File: src/rtl/sdh_fa_pkg.sv
package sdh_fa_pkg;
  localparam logic [7:0] FRAMING_HI = 8'hF6;
  localparam logic [7:0] FRAMING_LO = 8'h28;

  typedef struct packed {
    logic realign;
    logic oof;
    logic lof;
  } ctrlStrobe_t;

  typedef struct packed {
    logic byteValid;
    logic patMatch;
    logic atCheck;
    logic frameTick;
  } dpFlag_t;
endpackage

File: src/rtl/fa_datapath.sv
module fa_datapath
  import sdh_fa_pkg::*;
#(
  parameter int ROWS    = 9,
  parameter int COLS    = 270,
  parameter int A_BYTES = 3
) (
  input  logic                     clk,
  input  logic                     rstN,
  input  logic [7:0]               rxData,
  input  logic                     rxValid,
  input  ctrlStrobe_t              ctrl,
  output dpFlag_t                  flags,
  output logic [7:0]               alData,
  output logic                     alValid,
  output logic [$clog2(ROWS)-1:0]  alRow,
  output logic [$clog2(COLS)-1:0]  alCol,
  output logic                     alFrameStart
);
  localparam int WIN = 2 * A_BYTES;
  localparam int RW  = $clog2(ROWS);
  localparam int CW  = $clog2(COLS);

  logic [7:0]    hist [WIN-1];
  logic [7:0]    winByte [WIN];
  logic [WIN-1:0] hitVec;
  logic [RW-1:0] rowCnt, curRow, nxtRow;
  logic [CW-1:0] colCnt, curCol, nxtCol;
  logic          atStart;

  always_comb begin
    for (int i = 0; i < WIN - 1; i++) winByte[i] = hist[i];
    winByte[WIN-1] = rxData;
  end

  for (genvar g = 0; g < WIN; g++) begin : g_cmp
    if (g < A_BYTES) begin : g_hi
      assign hitVec[g] = (winByte[g] == FRAMING_HI);
    end else begin : g_lo
      assign hitVec[g] = (winByte[g] == FRAMING_LO);
    end
  end

  always_ff @(posedge clk) begin
    if (!rstN) begin
      for (int i = 0; i < WIN - 1; i++) hist[i] <= '0;
    end else if (rxValid) begin
      for (int i = 0; i < WIN - 2; i++) hist[i] <= hist[i+1];
      hist[WIN-2] <= rxData;
    end
  end

  always_comb begin
    curRow = ctrl.realign ? '0 : rowCnt;
    curCol = ctrl.realign ? CW'(WIN - 1) : colCnt;
    if (curCol == CW'(COLS - 1)) begin
      nxtCol = '0;
      nxtRow = (curRow == RW'(ROWS - 1)) ? '0 : curRow + 1'b1;
    end else begin
      nxtCol = curCol + 1'b1;
      nxtRow = curRow;
    end
  end

  assign atStart = (curRow == '0) && (curCol == CW'(WIN));

  assign flags.byteValid = rxValid;
  assign flags.patMatch  = &hitVec;
  assign flags.atCheck   = (curRow == '0) && (curCol == CW'(WIN - 1));
  assign flags.frameTick = (curRow == RW'(ROWS - 1)) && (curCol == CW'(COLS - 1));

  always_ff @(posedge clk) begin
    if (!rstN) begin
      rowCnt <= '0;
      colCnt <= '0;
    end else if (rxValid) begin
      rowCnt <= nxtRow;
      colCnt <= nxtCol;
    end
  end

  always_ff @(posedge clk) begin
    if (!rstN) begin
      alValid      <= 1'b0;
      alData       <= '0;
      alRow        <= '0;
      alCol        <= '0;
      alFrameStart <= 1'b0;
    end else begin
      alValid      <= rxValid;
      alFrameStart <= rxValid && !ctrl.oof && atStart;
      if (rxValid) begin
        alData <= ctrl.lof ? 8'hFF : rxData;
        alRow  <= curRow;
        alCol  <= curCol;
      end
    end
  end


  lofFill_chk: assert property (@(posedge clk) disable iff (!rstN)
    (rxValid && ctrl.lof) |=> (alData == 8'hFF));


  range_chk: assert property (@(posedge clk) disable iff (!rstN)
    alValid |-> ((int'(alRow) < ROWS) && (int'(alCol) < COLS)));


  realign_chk: assert property (@(posedge clk) disable iff (!rstN)
    (rxValid && ctrl.realign) |=> (alRow == '0 && alCol == CW'(WIN - 1)));


  frameStart_chk: assert property (@(posedge clk) disable iff (!rstN)
    alFrameStart |-> (alValid && alRow == '0 && alCol == CW'(WIN)));
endmodule

File: src/rtl/fa_control.sv
module fa_control
  import sdh_fa_pkg::*;
#(
  parameter int PERSIST_W   = 8,
  parameter int ERR_FRAMES  = 4,
  parameter int GOOD_FRAMES = 2
) (
  input  logic                 clk,
  input  logic                 rstN,
  input  dpFlag_t              flags,
  input  logic [PERSIST_W-1:0] lofFrames,
  output ctrlStrobe_t          ctrl
);
  localparam int BW = $clog2(ERR_FRAMES + 1);
  localparam int GW = $clog2(GOOD_FRAMES + 1);

  typedef enum logic [1:0] {HUNT, VERIFY, LOCKED} alignState_t;

  alignState_t          state;
  logic [BW-1:0]        badCnt;
  logic [GW-1:0]        goodCnt;
  logic [PERSIST_W-1:0] persistCnt;
  logic                 lofReg;
  logic                 persistCond;
  logic                 checkByte;

  assign ctrl.realign = (state == HUNT) && flags.patMatch && flags.byteValid;
  assign ctrl.oof     = (state != LOCKED);
  assign ctrl.lof     = lofReg;
  assign checkByte    = flags.byteValid && flags.atCheck;
  assign persistCond  = lofReg ? (state == LOCKED) : (state != LOCKED);

  always_ff @(posedge clk) begin
    if (!rstN) begin
      state   <= HUNT;
      badCnt  <= '0;
      goodCnt <= '0;
    end else begin
      unique case (state)
        HUNT: if (ctrl.realign) begin
          if (GOOD_FRAMES <= 1) begin
            state  <= LOCKED;
            badCnt <= '0;
          end else begin
            state   <= VERIFY;
            goodCnt <= GW'(1);
          end
        end
        VERIFY: if (checkByte) begin
          if (!flags.patMatch) begin
            state <= HUNT;
          end else if (goodCnt + 1'b1 >= GW'(GOOD_FRAMES)) begin
            state  <= LOCKED;
            badCnt <= '0;
          end else begin
            goodCnt <= goodCnt + 1'b1;
          end
        end
        LOCKED: if (checkByte) begin
          if (flags.patMatch) begin
            badCnt <= '0;
          end else if (badCnt + 1'b1 >= BW'(ERR_FRAMES)) begin
            state <= HUNT;
          end else begin
            badCnt <= badCnt + 1'b1;
          end
        end
        default: state <= HUNT;
      endcase
    end
  end

  always_ff @(posedge clk) begin
    if (!rstN) begin
      lofReg     <= 1'b0;
      persistCnt <= '0;
    end else if (!persistCond) begin
      persistCnt <= '0;
    end else if (flags.byteValid && flags.frameTick) begin
      if (({1'b0, persistCnt} + 1'b1) >= {1'b0, lofFrames}) begin
        lofReg     <= ~lofReg;
        persistCnt <= '0;
      end else begin
        persistCnt <= persistCnt + 1'b1;
      end
    end
  end


  oofFall_chk: assert property (@(posedge clk) disable iff (!rstN)
    $fell(ctrl.oof) |-> $past(flags.byteValid && flags.atCheck && flags.patMatch));


  oofRise_chk: assert property (@(posedge clk) disable iff (!rstN)
    $rose(ctrl.oof) |-> $past(flags.byteValid && flags.atCheck && !flags.patMatch));


  lofRise_chk: assert property (@(posedge clk) disable iff (!rstN)
    $rose(ctrl.lof) |-> $past(ctrl.oof && flags.byteValid && flags.frameTick));


  lofFall_chk: assert property (@(posedge clk) disable iff (!rstN)
    $fell(ctrl.lof) |-> $past(!ctrl.oof && flags.byteValid && flags.frameTick));
endmodule

File: src/rtl/sdh_frame_aligner.sv
module sdh_frame_aligner
  import sdh_fa_pkg::*;
#(
  parameter int ROWS        = 9,
  parameter int BASE_COLS   = 270,
  parameter int BASE_A      = 3,
  parameter int LANES       = 1,
  parameter int PERSIST_W   = 8,
  parameter int ERR_FRAMES  = 4,
  parameter int GOOD_FRAMES = 2
) (
  input  logic                                  clk,
  input  logic                                  rstN,
  input  logic [7:0]                            rxData,
  input  logic                                  rxValid,
  input  logic [PERSIST_W-1:0]                  lofFrames,
  output logic [7:0]                            alData,
  output logic                                  alValid,
  output logic [$clog2(ROWS)-1:0]               alRow,
  output logic [$clog2(BASE_COLS*LANES)-1:0]    alCol,
  output logic                                  alFrameStart,
  output logic                                  oof,
  output logic                                  lof
);
  localparam int COLS    = BASE_COLS * LANES;
  localparam int A_BYTES = BASE_A * LANES;

  ctrlStrobe_t ctrl;
  dpFlag_t     flags;

  fa_datapath #(.ROWS(ROWS), .COLS(COLS), .A_BYTES(A_BYTES)) dp_i (
    .clk(clk), .rstN(rstN), .rxData(rxData), .rxValid(rxValid),
    .ctrl(ctrl), .flags(flags), .alData(alData), .alValid(alValid),
    .alRow(alRow), .alCol(alCol), .alFrameStart(alFrameStart)
  );

  fa_control #(.PERSIST_W(PERSIST_W), .ERR_FRAMES(ERR_FRAMES),
               .GOOD_FRAMES(GOOD_FRAMES)) ctl_i (
    .clk(clk), .rstN(rstN), .flags(flags), .lofFrames(lofFrames), .ctrl(ctrl)
  );

  assign oof = ctrl.oof;
  assign lof = ctrl.lof;
endmodule

File: config.mk
export PLATFORM = sky130hd
export DESIGN_NAME = sdh_frame_aligner
export DESIGN_NICKNAME = d
export VERILOG_FILES = /design/src/rtl/sdh_fa_pkg.sv /design/src/rtl/fa_datapath.sv /design/src/rtl/fa_control.sv /design/src/rtl/sdh_frame_aligner.sv
export SDC_FILE = /design/constraint.sdc
export NUM_CORES = 1
export LEC_CHECK = 0
export ABC_AREA = 1
export BUFFER_PORTS_ARGS = -buffer_cell sky130_fd_sc_hd__buf_2
export CAP_MARGIN = 5
export CORE_MARGIN = 2
export CORE_UTILIZATION = 53
export DETAILED_ROUTE_END_ITERATION = 8
export HOLD_SLACK_MARGIN = 0.05
export PLACE_DENSITY = 0.73
export SLEW_MARGIN = 10
export SYNTH_ARGS = -nofsm -noshare
export SYNTH_HDL_FRONTEND = slang
export SYNTH_SLANG_ARGS = --single-unit
File: constraint.sdc
create_clock -name clk -period 4.22 [get_ports clk]
set_clock_uncertainty 0.15 [all_clocks]
set_input_delay 0.633 -clock clk [delete_from_list [all_inputs] [get_ports clk]]
set_output_delay 0.633 -clock clk [all_outputs]
set_load 0.02 [all_outputs]
==> results of run 1 <==
-- where the power goes --
group	leakage (uW)	internal (uW)	switching, uW
Combinational	0.00126	30.9	67.5
Sequential	0.000863	962	13.4
Clock	0.0000873	227	330
-- cell families (layout without fill, tap and decap cells) --
| group | count (synthesis) | in the layout | synth area share (%) |
|---|---|---|---|
| adder cells (fa/ha/maj) | 15 | 15 | 4.296 |
| XOR/XNOR | 14 | 14 | 2.806 |
| AND/OR/NAND/NOR | 245 | 245 | 24.23 |
| buffers and inverters | 102 | 151 | 8.992 |
| AO/OA/AOI/OAI | 66 | 66 | 8.362 |
| flip-flops | 92 | 92 | 51.32 |
-- state kept, by name, summed over array words and instances, names as in the netlist --
name               flops
ctl_i.badCnt           3
ctl_i.goodCnt          2
ctl_i.lofReg           1
ctl_i.persistCnt       8
ctl_i.state            2
dp_i.alCol             9
dp_i.alData            8
dp_i.alFrameStart      1
dp_i.alRow             4
dp_i.alValid           1
dp_i.colCnt            9
dp_i.hist             40
dp_i.rowCnt            4
-- critical path: stages --
cell and delay [ns]:
buf_2 0.11, inv_1 0.06, nand2_1 0.05, nor3_1 0.17
nand2_1 0.13, nor2_1 0.20, nand3_2 0.11, inv_1 0.16
nor2_1 0.11, inv_1 0.11, ha_1 0.18, nand3_1 0.08
nor2_1 0.35, nand4_4 0.25, clkinv_2 0.16, nand3_1 0.08
a21oi_1 0.16
-- final timing paths --
path | endpoint | cells after the start
worst min register to register | dp_i.alRow[3]$_SDFFE_PN0P_ | 2
worst min-delay path | dp_i.alRow[3]$_SDFFE_PN0P_ | 2
worst max-delay path | ctl_i.persistCnt[2]$_SDFFE_PN0P_ | 17
worst max register to register | ctl_i.persistCnt[2]$_SDFFE_PN0P_ | 16
-- area by class of cell --
type	count	share of cell area (%)
multi-input combinational	340	35.66
clock inverter	6	1.131
clock buffer	10	2.621
inverter	88	6.809
sequential	92	46.04
timing repair buffer	47	5.036
tap	105	2.698
-- metrics by stage --
stage,power (uW),util [%],instances,cell area [um^2],worst slack [ns]
after CTS,1637,60.17,688,4870,1.320
after detailed placement,1095,57.92,672,4687,0.9396
final,1630,60.17,688,4870,1.272
after global placement,1090,57.92,672,4687,1.026
after floorplan,1060,-,534,4369,1.326
after global routing,1691,60.17,688,4870,0.8963
-- placed cells by master, fill, tap and decap left out, types with 2 or more instances in the layout --
cell / instances
dfxtp_1: 52
o211ai_1: 2
o22ai_1: 4
xnor2_1: 3
nand2_2: 5
clkbuf_8: 9
inv_6: 2
inv_1: 86
o21ai_0: 33
o21ai_1: 5
a22o_1: 2
nand2_1: 109
edfxtp_1: 40
xor2_1: 11
nand4_1: 4
nand3b_1: 3
buf_2: 43
clkinvlp_4: 2
nor2_2: 3
inv_8: 2
buf_4: 4
nor2_1: 77
a21oi_1: 17
ha_1: 15
nor3_1: 9
nand3_1: 26
-- layer usage --
layer	GRT usage, %	vias up	part of all wire (%)
li1	-	1790	-
met1	25.80	1572	46
met2	33.39	61	48
met3	3.751	13	4.2
met4	7.729	0	1.6
met5	0	-	0
==> results.txt, run 1 <==
clock buffer depth - 2
clock latency on the worst-skew pair - 0.37 ns
first-pass GRT wire length - 14.06 mm
HPWL after DPL - 5.805 mm
GP Congestion - 0.8730
critical path type - input port to flop
global-route usage over all layers - 20.01%
EDFF count, synth - 40
Area growth syn-to-layout - 11.45%
Routed Antenna Nets - 0
CTS resizes - 0
area occupied by multi-input gates - 1737 um^2
Setup TNS Final - 0 ns
antenna cell count - 0
layout net count - 612
most instantiated cells after synthesis - 109 x nand2_1, 86 x inv_1, 78 x nor2_1
antenna violations before repair - 0
IO Port Bufs - 43
worst setup path start - rxData[4]
Worst Path Max Fanout - 10
Async SR Flop Fraction - 0%
Achievable Freq - 0.3392 GHz
CTS buffer count - 9
Routed WL per cell - 11.69 um
synth top area cells - edfxtp_1 27%, dfxtp_1 24%, nand2_1 9.4%
layout cell share with drive strength beyond 1 - 13.72%
drt drc - 0
CTS tree - built
Initial Util - 53.99%
Fin Hold WS - 0.3082 ns
run status - finished, final reports clean
Worst setup EP type - flop
Vias - 3,436
Synth cell types - 37
Syn Area/Cell - 8.182 um^2
Worst Path Required - 4.36 ns
# setup viols final - 0
Ports - 44
#FFs+latches synth - 92
max cap viols - 0
pin count of the biggest net entering global routing - 53
top cell type by total area after synthesis - edfxtp_1
area of the mapped netlist - 4369 um^2
Syn Nets - 568
Seq/Total Area, Yosys - 51.32%
period utilization - 69.86%
row count - 33
drt via density - 4.994
die area - 8986 um^2
vias in the first global route - 3,234
Die X - 94.80 um
FF+latch area - 2242 um^2
crit path launch type - input port
clock root cell - clkbuf_8
htree depth - 3
Slew Limit Headroom - 52.48%
clock-pin slew on the worst setup and hold paths - 0.09 ns
DRT iter0 DRCs - 187
CP arrival - 3.08 ns
reg-to-reg slack, setup - 1.35 ns
Overflow after GRT - 0
Worst VDD drop - 0.1905 mV
setup bufs post-CTS - 0
RSZ-0062 raised after global routing - false
count leader, synth - nand2_1
drt pass-1 iters - 4
Slew Limit Fails - 0
final hold vios - 0
hold_sp - dp_i.alRow[3]$_SDFFE_PN0P_
worst slew pin tran - 0.7051 ns
CTS Sinks - 92
Worst R2R Start - dp_i.hist[0][31]$_SDFFCE_PN0P_
Hold Path Class - flop to flop
Gate Count Post-Synth - 534
Post-CTS Hold Fix Bufs - 0
final worst path period need - 2.948 ns
DRT Wirelength - 8.043 mm
most common flop cell mapped by yosys - dfxtp_1
Power Density - 334.8 nW/um^2
Leakage - 0.002209 uW
synth warn - 0
Synth top area share - 27.49%
core footprint - 8093 um^2
Fillers - 722
Die Y - 94.80 um
Power figures use the tool's default switching activity.
==> inputs of run 2 (changes only) <==
- PLACE_DENSITY: 0.73 -> 0.76
- clock period: 4.22 -> 2.6 ns (I/O delays scaled with it)
==> run 2 against run 1 <==
  * Register-to-register slack worse by 1.3 ns
  * Clock power up 97%
  * Die area unchanged
  * Global-route usage up 0.46 points
  * First-iteration DRC count up 11%
  * Via count up 5.4%
  * Critical path type is now flop to flop
  * Largest power group unchanged
==> results.txt, run 2 (synthesis gave the netlist of run 1 again) <==
run status - finished, final reports clean (unchanged)
CP cell instances - nor2_1, nand2_1, nor2_2, nand2_1, nor2_2, nand3_2, inv_2, buf_6, nor2_2, inv_2, ha_4, nand2_4, nor2_4, nand4_4, clkinv_4, nand3_2, a21oi_2 (was buf_2, inv_1, nand2_1, nor3_1, nand2_1, nor2_1, nand3_2, inv_1, nor2_1, inv_1, ha_1, nand3_1, nor2_1, nand4_4, clkinv_2, nand3_1, a21oi_1)
drt via density - 5.109 (was 4.994)
Slew Limit Headroom - 45.38% (was 52.48%)
htree depth - 3 (unchanged)
Fillers - 641 (was 722)
period utilization - 98.23%
Setup TNS Final - 0 ns (unchanged)
FF+latch area - 2243 um^2 (was 2242 um^2)
Worst Path Max Fanout - 8 (was 10)
Non-Filler Instances - 709 (was 688)
Largest delay share family, worst path - simple AND/OR/NAND/NOR gates (unchanged)
CP arrival - 2.71 ns (was 3.08 ns)
Die X - 94.80 um (unchanged)
pin count of the biggest net entering global routing - 53 (unchanged)
Fin Hold WS - 0.1010 ns (was 0.3082 ns)
largest stage delay on the critical path - 0.42 ns (was 0.35 ns)
Post-CTS Hold Fix Bufs - 0 (unchanged)
vias in the first global route - 3,266 (was 3,234)
CTS buffer count - 9 (unchanged)
biggest regs - dp_i.hist (40), dp_i.alCol (9), dp_i.colCnt (9) (unchanged)
critical path type - flop to flop (was input port to flop)
final worst path period need - 2.554 ns
Die Y - 94.80 um (unchanged)
area occupied by multi-input gates - 1936 um^2 (was 1737 um^2)
dpl cell area - 4792 um^2 (was 4687 um^2)
global-route usage over all layers - 20.47% (was 20.01%)
Achievable Freq - 0.3916 GHz
post-layout util - 65.55% (was 60.17%)
Worst Path Required - 2.75 ns (was 4.36 ns)
Buf/Inv on CP - 4 (was 5)
CTS Sinks - 92 (unchanged)
worst slew pin tran - 0.8104 ns (was 0.7051 ns)
Vias - 3,622 (was 3,436)
GP Congestion - 0.8895 (was 0.8730)
first-pass GRT wire length - 14.32 mm (was 14.06 mm)
Area growth syn-to-layout - 21.42% (was 11.45%)
Worst path slowest cell - edfxtp_1 (was nor2_1)
IO Port Bufs - 43 (unchanged)
Worst VDD drop - 0.3697 mV (was 0.1905 mV)
drt drc - 0 (unchanged)
Most flops, register - dp_i.hist (unchanged)
layout net count - 633 (was 612)
Power Density - 540.2 nW/um^2 (was 334.8 nW/um^2)
drt pass-1 iters - 4 (unchanged)
clock buffer depth - 2 (unchanged)
leading cell type in the layout, fill and taps excluded - nand2_1 (unchanged)
DRT iter0 DRCs - 207 (was 187)
clock-pin slew on the worst setup and hold paths - 0.09 ns (about the same)
Inst Count DP - 684 (was 672)
Routed Antenna Nets - 0 (unchanged)
RSZ-0062 raised after global routing - true (was false)
most frequent cells in the layout - 102 x nand2_1, 82 x inv_1, 65 x nor2_1, 51 x dfxtp_1, 43 x buf_2 (was 109 x nand2_1, 86 x inv_1, 77 x nor2_1, 52 x dfxtp_1, 43 x buf_2)
Slew Limit Fails - 0 (unchanged)
final hold vios - 0 (unchanged)
CP dominant cell by count - nor2_2
HPWL after DPL - 5.944 mm (was 5.805 mm)
crit path launch type - flop (was input port)
Overflow after GRT - 0 (unchanged)
Hold Path Class - input port to flop (was flop to flop)
Routed WL per cell - 12.59 um (was 11.69 um)
clock latency on the worst-skew pair - 0.37 ns (about the same)
Leakage - 0.002368 uW (was 0.002209 uW)
Initial Util - 53.99% (unchanged)
CTS tree - built (unchanged)
max FFs per register - 40 (unchanged)
Final Instance Area - 5305 um^2 (was 4870 um^2)
clock root cell - clkbuf_8 (unchanged)
row count - 33 (unchanged)
Worst setup EP type - flop (unchanged)
antenna violations before repair - 0 (unchanged)
Ports - 44 (unchanged)
max cap viols - 0 (unchanged)
# setup viols final - 0 (unchanged)
antenna cell count - 0 (unchanged)
layout cell share with drive strength beyond 1 - 23.51% (was 13.72%)
core footprint - 8093 um^2 (unchanged)
die area - 8986 um^2 (unchanged)
DRT Wirelength - 8.926 mm (was 8.043 mm)
run 2: cell count changes in the layout (fill, tap and decap cells not counted), sizes merged:
cell	delta
buf	+21
bufinv	+2
clkinv	+1
clkinvlp	-2
inv	-1
run 2: area by class of cell:
cell class / instances / share of cell area [%]
flip-flops and latches: 92 / 42.29
multi-input cells: 340 / 36.49
repair buffers: 68 / 8.113
inverters: 88 / 6.321
clock buffers: 10 / 2.594
well taps: 105 / 2.476
clock inverters: 6 / 1.722
run 2: what timing repair did:
| item | in CTS | in global routing |
|---|---|---|
| setup buffers | 0 | 9 |
| gates resized for setup | 0 | 64 |
| endpoints found under the setup margin | 0 | 29 |
run 2: final timing paths:
path	from	to	slack, ns	cells past startpoint
max	dp_i.hist[0][28]$_SDFFCE_PN0P_	ctl_i.persistCnt[7]$_SDFFE_PN0P_	0.05	17
min	rxData[4]	dp_i.alData[4]$_SDFFE_PN0P_	0.10	3
max reg2reg	dp_i.hist[0][28]$_SDFFCE_PN0P_	ctl_i.persistCnt[7]$_SDFFE_PN0P_	0.05	17
min reg2reg	dp_i.alData[6]$_SDFFE_PN0P_	dp_i.alData[6]$_SDFFE_PN0P_	0.30	2
run 2: worst register-to-register path: stages, from the launching register on:
cell and delay [ns]:
edfxtp_1 0.42, nor2_1 0.12, nand2_1 0.07, nor2_2 0.12, nand2_1 0.08, nor2_2 0.14, nand3_2 0.13, inv_2 0.10
buf_6 0.11, nor2_2 0.04, inv_2 0.07, ha_4 0.15, nand2_4 0.05, nor2_4 0.13, nand4_4 0.21, clkinv_4 0.17
nand3_2 0.09, a21oi_2 0.16
run 2: metal layers:
layer	vias up	GRT usage (%)	wire length, um
met1	1669	25.32	3923
met3	23	4.629	420
met5	-	0	0
met2	104	34.46	4389
li1	1826	-	-
met4	0	8.575	193
run 2: per-stage QoR:
stage                     worst slack, ns  total power, uW
after detailed placement          -0.1180             1785
after global routing              -0.2030             2967
after global placement           -0.02350             1779
after CTS                        0.004239             2861
after floorplan                   0.03793             1720
final                             0.04612             2866
run 2: power by group:
part           total [uW]  internal, uW  leakage (uW)  switching [uW]
registers            1580          1560      0.000863            22.9
logic                 185          65.4       0.00139             120
clock network        1100           576      0.000118             520
==> inputs of run 3 (changes only) <==
--- a/config.mk
+++ b/config.mk
@@ -7,4 +7,2 @@
 export LEC_CHECK = 0
-export ABC_AREA = 1
-export BUFFER_PORTS_ARGS = -buffer_cell sky130_fd_sc_hd__buf_2
 export CAP_MARGIN = 5
@@ -13,4 +11,5 @@
 export DETAILED_ROUTE_END_ITERATION = 8
+export DONT_BUFFER_PORTS = 1
 export HOLD_SLACK_MARGIN = 0.05
-export PLACE_DENSITY = 0.76
+export PLACE_DENSITY = 0.71
 export SLEW_MARGIN = 10
==> constraint.sdc (replaced) <==
create_clock -name clk -period 2.6 [get_ports clk]
set_clock_uncertainty 0.15 [all_clocks]
set_input_delay 0.52 -clock clk [delete_from_list [all_inputs] [get_ports clk]]
set_output_delay 0.52 -clock clk [all_outputs]
set_load 0.02 [all_outputs]
==> run 3 against run 2 <==
  * The run now ends with negative setup slack left
  * Highest routed layer unchanged
  * Clock power shrank 12%
  * Fmax shrank 12%
  * Die area down 0.53%
  * Flip-flop and latch count is the same
  * Power is 4.7% lower
==> results.txt, run 3 <==
leading cell type in the layout, fill and taps excluded - buf_4 (was nand2_1)
run status - complete, but fails checks (was finished, final reports clean)
pin count of the biggest net entering global routing - 78 (was 53)
Routed Antenna Nets - 0 (unchanged)
Most flops, register - dp_i.hist (unchanged)
most frequent cells in the layout - 62 x buf_4, 51 x dfxtp_1, 44 x nand2_1, 41 x and3_1, 40 x edfxtp_1 (was 102 x nand2_1, 82 x inv_1, 65 x nor2_1, 51 x dfxtp_1, 43 x buf_2)
die area - 8939 um^2 (was 8986 um^2)
Achievable Freq - 0.3430 GHz (was 0.3916 GHz)
drt via density - 5.818 (was 5.109)
Final Instance Area - 5316 um^2 (was 5305 um^2)
Area growth syn-to-layout - 22.34% (was 21.42%)
most common flop cell mapped by yosys - dfxtp_1 (unchanged)
Worst R2R Start - dp_i.hist[0][0]$_SDFFCE_PN0P_ (was dp_i.hist[0][28]$_SDFFCE_PN0P_)
crit path launch type - flop (unchanged)
critical path type - flop to flop (unchanged)
Overflow after GRT - 0 (unchanged)
period utilization - 112.1% (was 98.23%)
IO Port Bufs - 0 (was 43)
worst setup path start - dp_i.hist[0][0]$_SDFFCE_PN0P_ (was dp_i.hist[0][28]$_SDFFCE_PN0P_)
most instantiated cells after synthesis - 52 x dfxtp_1, 46 x nand2_1, 43 x and3_1 (was 109 x nand2_1, 86 x inv_1, 78 x nor2_1)
max FFs per register - 40 (unchanged)
Gate Count Post-Synth - 438 (was 534)
Vias - 3,520 (was 3,622)
CTS tree - built (unchanged)
first-pass GRT wire length - 15.94 mm (was 14.32 mm)
Seq/Total Area, Yosys - 51.60% (was 51.32%)
Die X - 94.55 um (was 94.80 um)
Worst Path Max Fanout - 4 (was 8)
# setup viols final - 28 (was 0)
clock latency on the worst-skew pair - 0.36 ns (was 0.37 ns)
CTS Sinks - 92 (unchanged)
Worst VDD drop - 0.3877 mV (was 0.3697 mV)
layout net count - 529 (was 633)
biggest regs - dp_i.hist (40), dp_i.alCol (9), dp_i.colCnt (9) (unchanged)
htree depth - 3 (unchanged)
Routed WL per cell - 16.32 um (was 12.59 um)
top cell type by total area after synthesis - edfxtp_1 (unchanged)
worst slew pin tran - 0.4535 ns (was 0.8104 ns)
FF-to-FF path depth - 14 (was 17)
largest stage delay on the critical path - 0.38 ns (was 0.42 ns)
reg-to-reg slack, setup - -0.32 ns (was 0.05 ns)
synth top area cells - edfxtp_1 28%, dfxtp_1 24%, and3_1 6.2% (was edfxtp_1 27%, dfxtp_1 24%, nand2_1 9.4%)
antenna cell count - 0 (unchanged)
clock buffer depth - 2 (unchanged)
Worst setup EP type - flop (unchanged)
failing checks - negative setup slack
CP cell instances - nand4b_1, nor4_4, buf_4, and4_4, nor2_4, inv_2, ha_4, nand4_1, buf_4, nor2_4, buf_6, nand3_2, or3_1, o21ai_1 (was nor2_1, nand2_1, nor2_2, nand2_1, nor2_2, nand3_2, inv_2, buf_6, nor2_2, inv_2, ha_4, nand2_4, nor2_4, nand4_4, clkinv_4, nand3_2, a21oi_2)
final hold vios - 0 (unchanged)
Leakage - 0.002260 uW (was 0.002368 uW)
vias in the first global route - 3,423 (was 3,266)
CTS buffer count - 9 (unchanged)
Worst Path Required - 2.74 ns (was 2.75 ns)
row count - 33 (unchanged)
Syn Nets - 472 (was 568)
Ports - 44 (unchanged)
r2r endpoint - ctl_i.persistCnt[3]$_SDFFE_PN0P_ (was ctl_i.persistCnt[7]$_SDFFE_PN0P_)
Slew Limit Headroom - 69.66% (was 45.38%)
#FFs+latches synth - 92 (unchanged)
global-route usage over all layers - 23.03% (was 20.47%)
Synth top area share - 27.64% (was 27.49%)
synth warn - 0 (unchanged)
HPWL after DPL - 6.533 mm (was 5.944 mm)
Hold Path Class - input port to flop (unchanged)
Post-CTS Hold Fix Bufs - 0 (unchanged)
Async SR Flop Fraction - 0% (unchanged)
DRT iter0 DRCs - 251 (was 207)
fin worst setup slack - -0.3153 ns (was 0.04612 ns)
EDFF count, synth - 40 (unchanged)
drt pass-1 iters - 5 (was 4)
Worst path slowest cell - edfxtp_1 (unchanged)
CP arrival - 3.06 ns (was 2.71 ns)
GP Congestion - 0.8585 (was 0.8895)
count leader, synth - dfxtp_1 (was nand2_1)
Initial Util - 53.70% (was 53.99%)
DRT Wirelength - 9.874 mm (was 8.926 mm)
Die Y - 94.55 um (was 94.80 um)
layout cell share with drive strength beyond 1 - 24.60% (was 23.51%)
Worst setup endpoint - ctl_i.persistCnt[3]$_SDFFE_PN0P_ (was ctl_i.persistCnt[7]$_SDFFE_PN0P_)
clock root cell - clkbuf_8 (unchanged)
dpl cell area - 4897 um^2 (was 4792 um^2)
RSZ-0062 raised after global routing - true (unchanged)
Fillers - 654 (was 641)
core footprint - 8093 um^2 (unchanged)
Syn Area/Cell - 9.921 um^2 (was 8.182 um^2)
post-layout util - 65.69% (was 65.55%)
Power Density - 513.9 nW/um^2 (was 540.2 nW/um^2)
Synth cell types - 62 (was 37)
antenna violations before repair - 0 (unchanged)
clock-pin slew on the worst setup and hold paths - 0.10 ns (was 0.09 ns)
max cap viols - 0 (unchanged)
Slew Limit Fails - 0 (unchanged)
area of the mapped netlist - 4345 um^2 (was 4369 um^2)
final worst path period need - 2.915 ns (was 2.554 ns)
drt drc - 0 (unchanged)
==> run 3: layout make-up <==
type / instances / area, um^2 / area share [%]
Sequential cell: 92 / 2243 / 42.20
Multi-Input combinational cell: 305 / 2092 / 39.35
Timing Repair Buffer: 69 / 583.1 / 10.97
Tap cell: 105 / 131.4 / 2.471
Clock buffer: 10 / 127.6 / 2.401
Clock inverter: 6 / 71.32 / 1.341
Inverter: 18 / 67.56 / 1.271
==> run 3: kinds of logic (layout without fill, tap and decap cells) <==
| kind of cell | count (synthesis) | after routing | share of synthesized area [%] |
|---|---|---|---|
| AOI/OAI and AO/OA | 77 | 77 | 11.00 |
| xor gates and xnor gates | 10 | 10 | 2.015 |
| adders and majority gates | 15 | 15 | 4.319 |
| buffers and inverters | 41 | 103 | 3.944 |
| DFF | 92 | 92 | 51.60 |
| muxes | 3 | 3 | 0.7198 |
| and+or+nand+nor | 200 | 200 | 26.40 |
==> run 3: worst min-delay path by stage <==
stage / startpoint / to / depth (start not counted)
after floorplan: ctl_i.badCnt[2]$_SDFFE_PN0P_ / ctl_i.badCnt[2]$_SDFFE_PN0P_ / 2
after global placement: ctl_i.badCnt[2]$_SDFFE_PN0P_ / ctl_i.badCnt[2]$_SDFFE_PN0P_ / 2
after detailed placement: ctl_i.badCnt[2]$_SDFFE_PN0P_ / ctl_i.badCnt[2]$_SDFFE_PN0P_ / 2
after CTS: rxValid / dp_i.alCol[2]$_SDFFE_PN0P_ / 1
after global routing: rxValid / dp_i.alCol[2]$_SDFFE_PN0P_ / 1
final: rxValid / dp_i.alCol[2]$_SDFFE_PN0P_ / 1
==> run 3: what timing repair did <==
action	4_1_cts	5_1_grt
buffers inserted	9	2
gates cloned	1	0
setup endpoints to repair	26	29
pin swaps	16	7
hold endpoints to repair	0	0
gates resized for setup	20	6
==> run 3: layer usage <==
metal  vias to the layer above  share of wire, %  global-route usage [%]  wire [um]
li1                       1722                 -                       -          -
met1                      1638                43                   30.32       4202
met2                       142                48                   37.86       4708
met3                        18               8.0                   4.709        792
met4                         0               1.7                   8.333        171
met5                         -                 0                       0          0
==> run 3: where the power goes <==
part / leakage [uW] / total, uW / internal, uW / switching [uW]
logic: 0.00130 / 152 / 75.2 / 77.0
clock network: 0.0000935 / 971 / 453 / 518
registers: 0.000863 / 1610 / 1560 / 44.4
total: 0.00226 / 2730 / 2090 / 639
==> run 3: stage by stage <==
| stage | setup WS [ns] | instances | hold slack (ns) | setup TNS (ns) | power, uW |
|---|---|---|---|---|---|
| floorplan | -0.6287 | 438 | 0.2776 | -10.61 | 1746 |
| CTS | -0.2517 | 603 | 0.1054 | -3.850 | 2739 |
| global placement | -0.5484 | 578 | 0.2857 | -11.27 | 1766 |
| finish | -0.3153 | 605 | 0.1202 | -5.597 | 2732 |
| global route | -0.4582 | 605 | 0.1027 | -9.380 | 2810 |
| detailed placement | -0.6312 | 578 | 0.2909 | -12.63 | 1774 |
==> run 3: critical path: cells and delay by family, from the launching register on <==
| kind | cells | cell delay [ns] |
|---|---|---|
| AOI/OAI and AO/OA | 1 | 0.07 |
| and+or+nand+nor | 8 | 1.55 |
| buffers and inverters | 4 | 0.54 |
| DFF | 1 | 0.38 |
| adders and majority gates | 1 | 0.13 |
